### config.mk
export PLATFORM = sky130hd
export DESIGN_NAME = ipv4_hdr_rewriter
export DESIGN_NICKNAME = d
export VERILOG_FILES = /design/src/rtl/ipv4_rw_pkg.sv /design/src/rtl/ipv4_rw_csum.sv /design/src/rtl/ipv4_rw_mactab.sv /design/src/rtl/ipv4_hdr_rewriter.sv
export SDC_FILE = /design/constraint.sdc
export NUM_CORES = 2
export LEC_CHECK = 0
export ABC_CLOCK_PERIOD_IN_PS = 24100
export CORE_AREA = 2 2 438 440
export DETAILED_ROUTE_END_ITERATION = 6
export DIE_AREA = 0 0 440 442
export DONT_BUFFER_PORTS = 1
export GPL_TIMING_DRIVEN = 0
export PLACE_DENSITY_LB_ADDON = 0.05
export REMOVE_ABC_BUFFERS = 1
export SLEW_MARGIN = 20
export SYNTH_ARGS = -nofsm -noshare
export SYNTH_HDL_FRONTEND = slang
export SYNTH_SLANG_ARGS = --single-unit
### constraint.sdc
create_clock -name clk -period 24.1 [get_ports clk]
set_clock_uncertainty 0.05 [all_clocks]
set_input_delay 4.82 -clock clk [delete_from_list [all_inputs] [get_ports clk]]
set_output_delay 4.82 -clock clk [all_outputs]
set_load 0.005 [all_outputs]
### src/rtl/ipv4_rw_pkg.sv
package ipv4_rw_pkg;
    localparam int CHUNK_BYTES = 64;
    localparam int CHUNK_W     = CHUNK_BYTES * 8;
    localparam int MAC_W       = 48;
    localparam int HDR_BYTES   = 20;
    localparam int HDR_W       = HDR_BYTES * 8;
    localparam int HDR_WORDS   = HDR_BYTES / 2;
    localparam int TTL_WORD    = 4;
    localparam int CSUM_WORD   = 5;

    // byte offsets inside the chunk
    localparam int OFF_DST   = 0;
    localparam int OFF_SRC   = 6;
    localparam int OFF_ETYPE = 12;
    localparam int OFF_IP    = 14;
    localparam int OFF_TLEN  = 16;
    localparam int OFF_TTL   = 22;
    localparam int OFF_CSUM  = 24;

    // top bit position of each field
    localparam int P_DST   = CHUNK_W - 1 - 8 * OFF_DST;
    localparam int P_SRC   = CHUNK_W - 1 - 8 * OFF_SRC;
    localparam int P_ETYPE = CHUNK_W - 1 - 8 * OFF_ETYPE;
    localparam int P_IP    = CHUNK_W - 1 - 8 * OFF_IP;
    localparam int P_TLEN  = CHUNK_W - 1 - 8 * OFF_TLEN;
    localparam int P_TTL   = CHUNK_W - 1 - 8 * OFF_TTL;
    localparam int P_CSUM  = CHUNK_W - 1 - 8 * OFF_CSUM;

    typedef enum logic [1:0] {
        CLS_FWD  = 2'd0,
        CLS_SLOW = 2'd1,
        CLS_DROP = 2'd2
    } cls_e;

    function automatic logic [15:0] ones_add(input logic [15:0] a, input logic [15:0] b);
        logic [16:0] s;
        s = {1'b0, a} + {1'b0, b};
        return s[15:0] + {15'd0, s[16]};
    endfunction
endpackage

### src/rtl/ipv4_rw_csum.sv
module ipv4_rw_csum
    import ipv4_rw_pkg::*;
(
    input  logic [HDR_W-1:0] hdr,
    output logic             sum_ok,
    output logic [15:0]      csum_upd
);
    logic [15:0] acc;
    logic [15:0] old_word;
    logic [15:0] new_word;
    logic [15:0] hc;

    always_comb begin
        acc = 16'd0;
        for (int i = 0; i < HDR_WORDS; i++) begin
            acc = ones_add(acc, hdr[HDR_W-1-16*i -: 16]);
        end
        sum_ok = (acc == 16'hFFFF);

        // incremental update for the TTL/protocol word
        old_word = hdr[HDR_W-1-16*TTL_WORD -: 16];
        new_word = {old_word[15:8] - 8'd1, old_word[7:0]};
        hc       = hdr[HDR_W-1-16*CSUM_WORD -: 16];
        csum_upd = ~ones_add(ones_add(~hc, ~old_word), new_word);
    end
endmodule

### src/rtl/ipv4_rw_mactab.sv
module ipv4_rw_mactab
    import ipv4_rw_pkg::*;
#(
    parameter int NUM_PORTS = 16,
    localparam int PORT_W   = $clog2(NUM_PORTS)
) (
    input  logic              clk,
    input  logic              rst_n,
    input  logic              wr_en,
    input  logic [PORT_W-1:0] wr_idx,
    input  logic [MAC_W-1:0]  wr_mac,
    input  logic [PORT_W-1:0] rd_idx,
    output logic [MAC_W-1:0]  rd_mac
);
    logic [MAC_W-1:0] ent_vec [NUM_PORTS];

    for (genvar i = 0; i < NUM_PORTS; i++) begin : g_ent
        logic [MAC_W-1:0] ent_d;
        logic [MAC_W-1:0] ent_q;

        always_comb begin
            ent_d = ent_q;
            if (wr_en && (wr_idx == PORT_W'(i))) begin
                ent_d = wr_mac;
            end
        end

        always_ff @(posedge clk) begin
            if (!rst_n) begin
                ent_q <= '0;
            end else begin
                ent_q <= ent_d;
            end
        end

        assign ent_vec[i] = ent_q;
    end

    always_comb begin
        rd_mac = '0;
        if (int'(rd_idx) < NUM_PORTS) begin
            rd_mac = ent_vec[rd_idx];
        end
    end

    AST_CFG_WRITE: assert property (@(posedge clk) disable iff (!rst_n)
        wr_en |=> (ent_vec[$past(wr_idx)] == $past(wr_mac)));
endmodule

### src/rtl/ipv4_hdr_rewriter.sv
module ipv4_hdr_rewriter
    import ipv4_rw_pkg::*;
#(
    parameter int NUM_PORTS = 16,
    localparam int PORT_W   = $clog2(NUM_PORTS),
    localparam int QUEUE_W  = $clog2(NUM_PORTS + 1)
) (
    input  logic               clk,
    input  logic               rst_n,
    input  logic               in_valid,
    input  logic [CHUNK_W-1:0] in_chunk,
    input  logic [PORT_W-1:0]  in_port,
    input  logic [MAC_W-1:0]   in_nh_mac,
    input  logic               cfg_we,
    input  logic [PORT_W-1:0]  cfg_port,
    input  logic [MAC_W-1:0]   cfg_mac,
    output logic               out_valid,
    output logic [CHUNK_W-1:0] out_chunk,
    output logic [QUEUE_W-1:0] out_queue,
    output logic               out_divert,
    output logic               out_drop
);
    typedef struct packed {
        logic               valid;
        logic [CHUNK_W-1:0] chunk;
        logic [PORT_W-1:0]  port;
        logic [MAC_W-1:0]   nh;
    } s1_t;

    typedef struct packed {
        logic               valid;
        cls_e               cls;
        logic [CHUNK_W-1:0] chunk;
        logic [PORT_W-1:0]  port;
        logic [MAC_W-1:0]   nh;
        logic [MAC_W-1:0]   src;
        logic [15:0]        csum;
    } s2_t;

    typedef struct packed {
        logic               valid;
        logic [CHUNK_W-1:0] chunk;
        logic [QUEUE_W-1:0] queue;
        logic               divert;
        logic               drop;
    } s3_t;

    s1_t s1_d, s1_q;
    s2_t s2_d, s2_q;
    s3_t s3_d, s3_q;

    logic             sum_ok;
    logic [15:0]      csum_upd;
    logic [MAC_W-1:0] port_mac;

    ipv4_rw_csum u_csum (
        .hdr      (s1_q.chunk[P_IP -: HDR_W]),
        .sum_ok   (sum_ok),
        .csum_upd (csum_upd)
    );

    ipv4_rw_mactab #(.NUM_PORTS(NUM_PORTS)) u_mactab (
        .clk    (clk),
        .rst_n  (rst_n),
        .wr_en  (cfg_we),
        .wr_idx (cfg_port),
        .wr_mac (cfg_mac),
        .rd_idx (s1_q.port),
        .rd_mac (port_mac)
    );

    logic [15:0] etype;
    logic [7:0]  ver_ihl;
    logic [15:0] tlen;
    logic [7:0]  ttl;
    logic        hdr_ok;

    always_comb begin
        // stage 1: capture
        s1_d.valid = in_valid;
        s1_d.chunk = in_chunk;
        s1_d.port  = in_port;
        s1_d.nh    = in_nh_mac;

        // stage 2: classify, checksum, table lookup
        etype   = s1_q.chunk[P_ETYPE -: 16];
        ver_ihl = s1_q.chunk[P_IP -: 8];
        tlen    = s1_q.chunk[P_TLEN -: 16];
        ttl     = s1_q.chunk[P_TTL -: 8];
        hdr_ok  = (etype == 16'h0800) && (ver_ihl[7:4] == 4'd4) &&
                  (ver_ihl[3:0] >= 4'd5) && (tlen >= 16'd20);

        if (!hdr_ok) begin
            s2_d.cls = CLS_DROP;
        end else if (ver_ihl[3:0] != 4'd5) begin
            s2_d.cls = CLS_SLOW;
        end else if (!sum_ok) begin
            s2_d.cls = CLS_DROP;
        end else if (ttl <= 8'd1) begin
            s2_d.cls = CLS_SLOW;
        end else begin
            s2_d.cls = CLS_FWD;
        end
        s2_d.valid = s1_q.valid;
        s2_d.chunk = s1_q.chunk;
        s2_d.port  = s1_q.port;
        s2_d.nh    = s1_q.nh;
        s2_d.src   = port_mac;
        s2_d.csum  = csum_upd;

        // stage 3: rewrite
        s3_d.valid  = s2_q.valid;
        s3_d.chunk  = s2_q.chunk;
        s3_d.queue  = '0;
        s3_d.divert = 1'b0;
        s3_d.drop   = 1'b0;
        unique case (s2_q.cls)
            CLS_FWD: begin
                s3_d.chunk[P_DST -: MAC_W] = s2_q.nh;
                s3_d.chunk[P_SRC -: MAC_W] = s2_q.src;
                s3_d.chunk[P_TTL -: 8]     = s2_q.chunk[P_TTL -: 8] - 8'd1;
                s3_d.chunk[P_CSUM -: 16]   = s2_q.csum;
                s3_d.queue                 = QUEUE_W'(s2_q.port);
            end
            CLS_SLOW: begin
                s3_d.queue  = QUEUE_W'(NUM_PORTS);
                s3_d.divert = 1'b1;
            end
            default: begin
                s3_d.drop = 1'b1;
            end
        endcase
        if (!s2_q.valid) begin
            s3_d.divert = 1'b0;
            s3_d.drop   = 1'b0;
        end
    end

    always_ff @(posedge clk) begin
        if (!rst_n) begin
            s1_q <= '0;
            s2_q <= '0;
            s3_q <= '0;
        end else begin
            s1_q <= s1_d;
            s2_q <= s2_d;
            s3_q <= s3_d;
        end
    end

    assign out_valid  = s3_q.valid;
    assign out_chunk  = s3_q.chunk;
    assign out_queue  = s3_q.queue;
    assign out_divert = s3_q.divert;
    assign out_drop   = s3_q.drop;

    // edges since reset, so $past never reaches into reset
    logic [1:0] warm_q;
    always_ff @(posedge clk) begin
        if (!rst_n) begin
            warm_q <= 2'd0;
        end else if (warm_q != 2'd3) begin
            warm_q <= warm_q + 2'd1;
        end
    end

    AST_LATENCY: assert property (@(posedge clk) disable iff (!rst_n)
        (warm_q == 2'd3) |-> (out_valid == $past(in_valid, 3)));
    AST_FWD_TTL: assert property (@(posedge clk) disable iff (!rst_n)
        (warm_q == 2'd3 && out_valid && !out_divert && !out_drop) |->
        (out_chunk[P_TTL -: 8] == $past(in_chunk[P_TTL -: 8], 3) - 8'd1));
    AST_FWD_QUEUE: assert property (@(posedge clk) disable iff (!rst_n)
        (warm_q == 2'd3 && out_valid && !out_divert && !out_drop) |->
        (out_queue == QUEUE_W'($past(in_port, 3))));
    AST_PASS_UNMOD: assert property (@(posedge clk) disable iff (!rst_n)
        (warm_q == 2'd3 && out_valid && (out_divert || out_drop)) |->
        (out_chunk == $past(in_chunk, 3)));
    AST_DIVERT_QUEUE: assert property (@(posedge clk) disable iff (!rst_n)
        (out_valid && out_divert) |-> (out_queue == QUEUE_W'(NUM_PORTS) && !out_drop));
endmodule

Yosys cells after proc, flatten, opt, wreduce, memory -nomap -nowiden:

Index checks and enable logic that the tools add are counted.

* add/sub/neg operators: 24
* multiply operators: 0
* divide/modulo/power cells: 0
* order comparisons: 4
* equal/unequal tests: 20
* shifts and indexed selects: 0
* mux-type cells: 13
* bitwise operators: 4
* reductions and logical operators: 24

Operators with widths (number)
* $bmux W48 S4: 1
* $add A16 B16 Y17: 11
* $add A16 B1 Y16: 11
* $mux W48: 2
* $mux W96: 1
* $not A16 Y16: 3
* $eq A4 B4 Y1 const B: 8
* $eq A4 B3 Y1 const B: 5
* $logic_and A1 B1 Y1: 19
* $eq A16 B12 Y1 const B: 1
* $eq A16 B16 Y1 const B: 1
* $ge A16 B5 Y1 const B: 1
* $mux W16: 1
* $sub A8 B1 Y8 const B: 2
* $pmux W5 S2: 1
* $eq A4 B2 Y1 const B: 2
* $le A8 B1 Y1 const B: 1
* $mux W8: 1
* $mux W2: 3
* $ge A5 B5 Y1 const B: 1
* $not A4 Y5: 1
* $eq A4 B1 Y1 const B: 1
* $ge A4 B3 Y1 const B: 1
* $logic_not A4 Y1: 1
* 6 further kinds: 9

* register bits: 2484
* bits in latches: 0
* bits in writable memories: 0
* ROM bits: 0
* bits of input ports: 620
* output and inout bits: 520
* word-level logic and storage cells: 122
* memories kept: 0

Longest topological paths before layout:

* depth in word-level cells: 22
* depth in mapped cells: 150

Hierarchy:

Synthesis repeated with hierarchy kept, for this count alone.

* cells, all modules: 9441
* area, all modules: 94868.5 sq um

Modules (own cells, without submodules)
* ipv4_hdr_rewriter: times used 1, cells each 3914, area each 47210.3 sq um, sequential area each 34352.9 sq um
* ipv4_rw_mactab: times used 1, cells each 4011, area each 36665.2 sq um, sequential area each 15374.7 sq um
* ipv4_rw_csum: times used 1, cells each 1516, area each 10993.0 sq um, sequential area each 0.0 sq um

Least setup slack after synthesis:

No wires, ideal clock.

* path kind: register to register
* from: register s1_q[420] (netlist name)
* to: register s2_q[628] (netlist name)
* arrival: 24.549 ns
* setup slack: -0.558 ns
* cell stages (with the launch flop): 143
* cell sequence: dfxtp_1 -> ha_1 -> inv_1 -> fa_1 -> nor2b_1 -> o31a_1 -> o211ai_1 -> a21oi_1 -> o221ai_1 -> nor2b_1 -> o21a_1 -> o21ai_0 -> a21oi_1 -> ha_1 -> nor2b_1 -> nand2_1 -> nor3_2 -> xor2_1 -> [107 not listed] -> ha_1 -> a21o_1 -> or3_1 -> o2111ai_1 -> a21boi_0 -> or2_2 -> a21oi_1 -> o21ai_0 -> a21o_1 -> a21o_1 -> ha_1 -> nor2b_1 -> and4_1 -> nand4b_1 -> xnor2_1 -> nor4_1 -> and4_1 -> o211a_1

* word-level cells in the longest chain between the ends: 21

Ends and longest elaborated chain
* start: declaration: RTL line ipv4_hdr_rewriter.sv:48 `s1_t s1_d, s1_q;`
* start signal: assignment: RTL line ipv4_hdr_rewriter.sv:141 `s1_q <= '0;`
* start signal: assignment: RTL line ipv4_hdr_rewriter.sv:145 `s1_q <= s1_d;`
* $add A16 B16 Y17: RTL line ipv4_rw_pkg.sv:37 `s = {1'b0, a} + {1'b0, b};`
* $add A16 B1 Y16: RTL line ipv4_rw_pkg.sv:38 `return s[15:0] + {15'd0, s[16]};`
* $add A16 B16 Y17: RTL line ipv4_rw_pkg.sv:37
* $add A16 B1 Y16: RTL line ipv4_rw_pkg.sv:38
* $add A16 B16 Y17: RTL line ipv4_rw_pkg.sv:37
* $add A16 B1 Y16: RTL line ipv4_rw_pkg.sv:38
* $add A16 B16 Y17: RTL line ipv4_rw_pkg.sv:37
* $add A16 B1 Y16: RTL line ipv4_rw_pkg.sv:38
* [5 not listed]
* $add A16 B1 Y16: RTL line ipv4_rw_pkg.sv:38
* $add A16 B16 Y17: RTL line ipv4_rw_pkg.sv:37
* $add A16 B1 Y16: RTL line ipv4_rw_pkg.sv:38
* $add A16 B16 Y17: RTL line ipv4_rw_pkg.sv:37
* $add A16 B1 Y16: RTL line ipv4_rw_pkg.sv:38
* $eq A16 B16 Y1: RTL line ipv4_rw_csum.sv:18 `sum_ok = (acc == 16'hFFFF);`
* $mux W2: RTL line ipv4_hdr_rewriter.sv:97 `end else if (!sum_ok) begin`
* $mux W2: RTL line ipv4_hdr_rewriter.sv:95 `end else if (ver_ihl[3:0] != 4'd5) begin`
* end signal: assignment: RTL line ipv4_hdr_rewriter.sv:142 `s2_q <= '0;`
* end signal: assignment: RTL line ipv4_hdr_rewriter.sv:146 `s2_q <= s2_d;`
* end: declaration: RTL line ipv4_hdr_rewriter.sv:49 `s2_t s2_d, s2_q;`

Several ways; a longest one is shown, not always the timed one.
A chain may end at the register's enable or synchronous reset.

Worst setup path after layout:

Ends and elaborated chain as after synthesis.

==> results.yml <==
routing:
  routedWlPerCell_um: 23.4
  drt_first_pass_iters: 6
  vias: 63100
  ant_nets: 0
  drt_iter0_drc: 4831
  wirelength_um: 277000
  drcViolationCount: 0
  viasPerCell: 5.34
cts:
  cts_max_path_buffers: 4
  htree_levels: 5
  cts.sinks: 2484
  cts_tree: "done"
  clock_latency_ns: 0.93
  clkTransAtPathRegs_ns: 0.06
  cts-root-buf: "clkbuf_16"
  numCtsBuffers: 274
  cts_hold_buf: 0
setup_path:
  path_depth: 144
  crit_fanout: 6
  r2r-start: "s1_q[420]"
  crit_path_end_kind: "register"
  r2r-end: "s2_q[628]"
  worst-r2r-cell-count: 144
  slowest_stage: "or4_4"
  critPathArrivalTime_ns: 25.88
  cp.buffers_inverters: 3
  cp_common_cell: "a21o_1"
  crit_required_ns: 24.87
  worst_setup_path_start_kind: "register"
  critPathKind: "reg -> reg"
  cpPeakStageDelay_ns: 0.47
  path_delay_family: "compound AO/OA/AOI/OAI gates"
  r2r_setup_slack_ns: -1.01
logic_synthesis:
  synth_area_um2: 90000
  synthDistinctLibCells: 89
  avgSynthCellArea_um2: 9.79
  synth-seq-area-share_pct: 55.2
  synth_flop_cell: "dfxtp_1"
  yosys_warnings: 0
  syn_inst: 9195
  synth_seq_cells: 2484
  synth_edf_count: 0
  synthArstFlopShare_pct: 0
power_and_ir_drop:
  p_seq_share_pct: 24.6
  leakagePower_uw: 0.0394
  internal_power_uw: 10700
  peakVddDrop_v: 0.000523
  powerDensity_nw_per_um2: 169
  combPwrFrac_pct: 52.5
  swShare_pct: 39.0
  pwr-share-clk_pct: 22.9
  netSwitchingPower_uw: 6860
hold_path:
  holdPathStages: 2
  min_path_type: "reg -> reg"
  whs_endpoint: "out_chunk[312]"
  min_from: "s2_q[8]"
floorplan:
  core_area_um2: 190000
  fp.dieH_um: 442
  die_area_um2: 194000
  die_w_um: 440
  io_pins: 1140
  start_util_pct: 47.5
  row_count: 160
sta:
  slew_headroom_pct: 25.8
  worst_slack_ns: -1.01
  period_needed_ns: 25.11
  fmax_ghz: 0.0398
  holdWs_ns: 0.349
  rsz0062_at_grt: "yes"
  worst_slew_pin_slew_ns: 1.11
  hold_viol_final: 0
  finalSetupViolations: 2
  final_max_slew_viol_count: 0
  finalCritPeriodShare_pct: 104
flow_run:
  maxCapViolCount: 0
placement:
  dp_cells: 11200
  place_congestion: 0.860
  portBuffers: 0
  place_ws_ns: -4.64
  dp_hpwl_um: 189000
final_layout:
  fillCellCount: 16600
  fin_nets: 9891
  utilization_pct: 54.9
  syn_to_final_growth_pct: 15.6
  fin_cells: 11800
  drive_above_1_share_pct: 11.6
grt:
  antenna_found_initial: 148
  grt_pass1_vias: 59500
  grt-ovfl-total: 0
  grt_pass1_wl_um: 397000
  grt_max_degree: 1546
  grt.total_usage_pct: 27.4
status:
  status: "finished with violations"
  violations: "setup timing"
==> synthesized netlist by cell type (all sizes together) (29+ instances only) <==
cell    number  area [um2]
inv         93         349
a21o        44         330
xor2        86         753
nor3        51         260
clkbuf     571        2150
nor2       185         694
nor4        30         203
xnor2      166        1450
nand3       67         335
dfxtp     2484       49700
a211oi      29         223
a21oi      983        4920
o21ai       89         445
ha         204        2550
buf         59         229
nand2     1863        6990
and3        38         243
mux4       240        5410
and2      1552        9710
==> layout make-up <==
type                       count  area, um2  share of cell area (%)
multi-input combinational   5988      38800                    37.3
antenna                       70        175                   0.168
inverter                      93        357                   0.343
clock inverter                60        666                   0.640
sequential                  2484      49700                    47.8
tap                         2511       3140                    3.02
timing repair buffer         215       3190                    3.07
clock buffer                 397       7930                    7.62
==> cell families after synthesis <==
kind of cell	Yosys count	share of synthesized area [%]
compound gates	1331	8.28
xor+xnor	258	2.61
fa+ha+maj	215	3.08
buf+inv	723	3.03
flops	2484	55.2
mux	244	6.05
simple gates	3940	21.7
==> metrics by stage <==
stage / area [um2] / TNS (ns) / total power (uW)
final: 104000 / -2.00 / 17600
after global routing: 104000 / -4.67 / 18800
after CTS: 103000 / -1.82 / 17000
after detailed placement: 93400 / -9.27 / 11900
after global placement: 90800 / -3186.20 / 11800
after floorplan: 87600 / -0.556 / 10400
==> how the worst max path moves through the flow <==
stage                          from              to  slack (ns)
final                     s1_q[420]       s2_q[628]       -1.01
after global routing      s1_q[420]       s2_q[628]       -2.34
after CTS                 s1_q[420]       s2_q[628]       -0.91
after detailed placement  s1_q[420]       s2_q[628]       -4.64
after global placement        rst_n  out_chunk[506]       -9.02
after floorplan           s1_q[420]       s2_q[628]       -0.28
==> repair_timing <==
action | 4_1_cts | 5_1_grt
endpoints found under the setup margin | 2 | 2
endpoints found under the hold margin | 0 | 0
resized for setup | 167 | 51
setup buffers | 71 | 24
pin swaps | 106 | 97
==> registers in the layout (all words and copies together), names as in the netlist <==
register / cells
out_queue: 5
out_valid: 1
out_chunk: 512
out_drop: 1
etype: 16
u_mactab.g_ent.ent_q: 768
out_divert: 1
s1_q: 549
s2_q: 631
==> metal layers <==
layer / vias to the layer above / wire length (um) / global-route usage, %
met2: 2176 / 139000 / 48.2
met5: - / 141 / 0
met1: 30200 / 107000 / 32.4
met3: 686 / 20500 / 6.26
li1: 30000 / - / -
met4: 22 / 10800 / 10.3
==> placed cells by master, fill, tap and decap left out, drive strengths merged, types with 11 or more instances in the layout <==
master,instances
a211oi,29
a21o,44
a21oi,983
and2,1552
and3,38
buf,215
bufinv,12
clkbuf,397
clkinv,34
dfxtp,2484
diode,70
fa,11
ha,204
inv,100
mux4,240
nand2,1863
nand2b,19
nand3,67
nand4,27
nor2,185
nor2b,24
nor3,51
nor3b,11
nor4,30
o211ai,17
o21a,27
o21ai,89
o21bai,22
o31ai,15
or3,21
xnor2,166
xor2,86
==> power by group through the flow <==
stage                     Sequential, uW  Combinational [uW]  Clock, uW
after global routing                4330               10100       4290
final                               4320                9230       4030
after detailed placement            4420                7520          0
after floorplan                     4390                6000          0
after global placement              4440                7390          0
after CTS                           4330                8550       4110
==> worst register-to-register path, delay by kind of cell, from the launching register on <==
family	cells	cell delay, ns
XOR/XNOR	9	1.36
buffers and inverters	3	0.29
adder cells (fa/ha/maj)	24	5.38
AO/OA/AOI/OAI	63	9.87
AND/OR/NAND/NOR	44	7.42
flip-flops	1	0.36
multiplexers	1	0.26
Power figures use the tool's default switching activity.
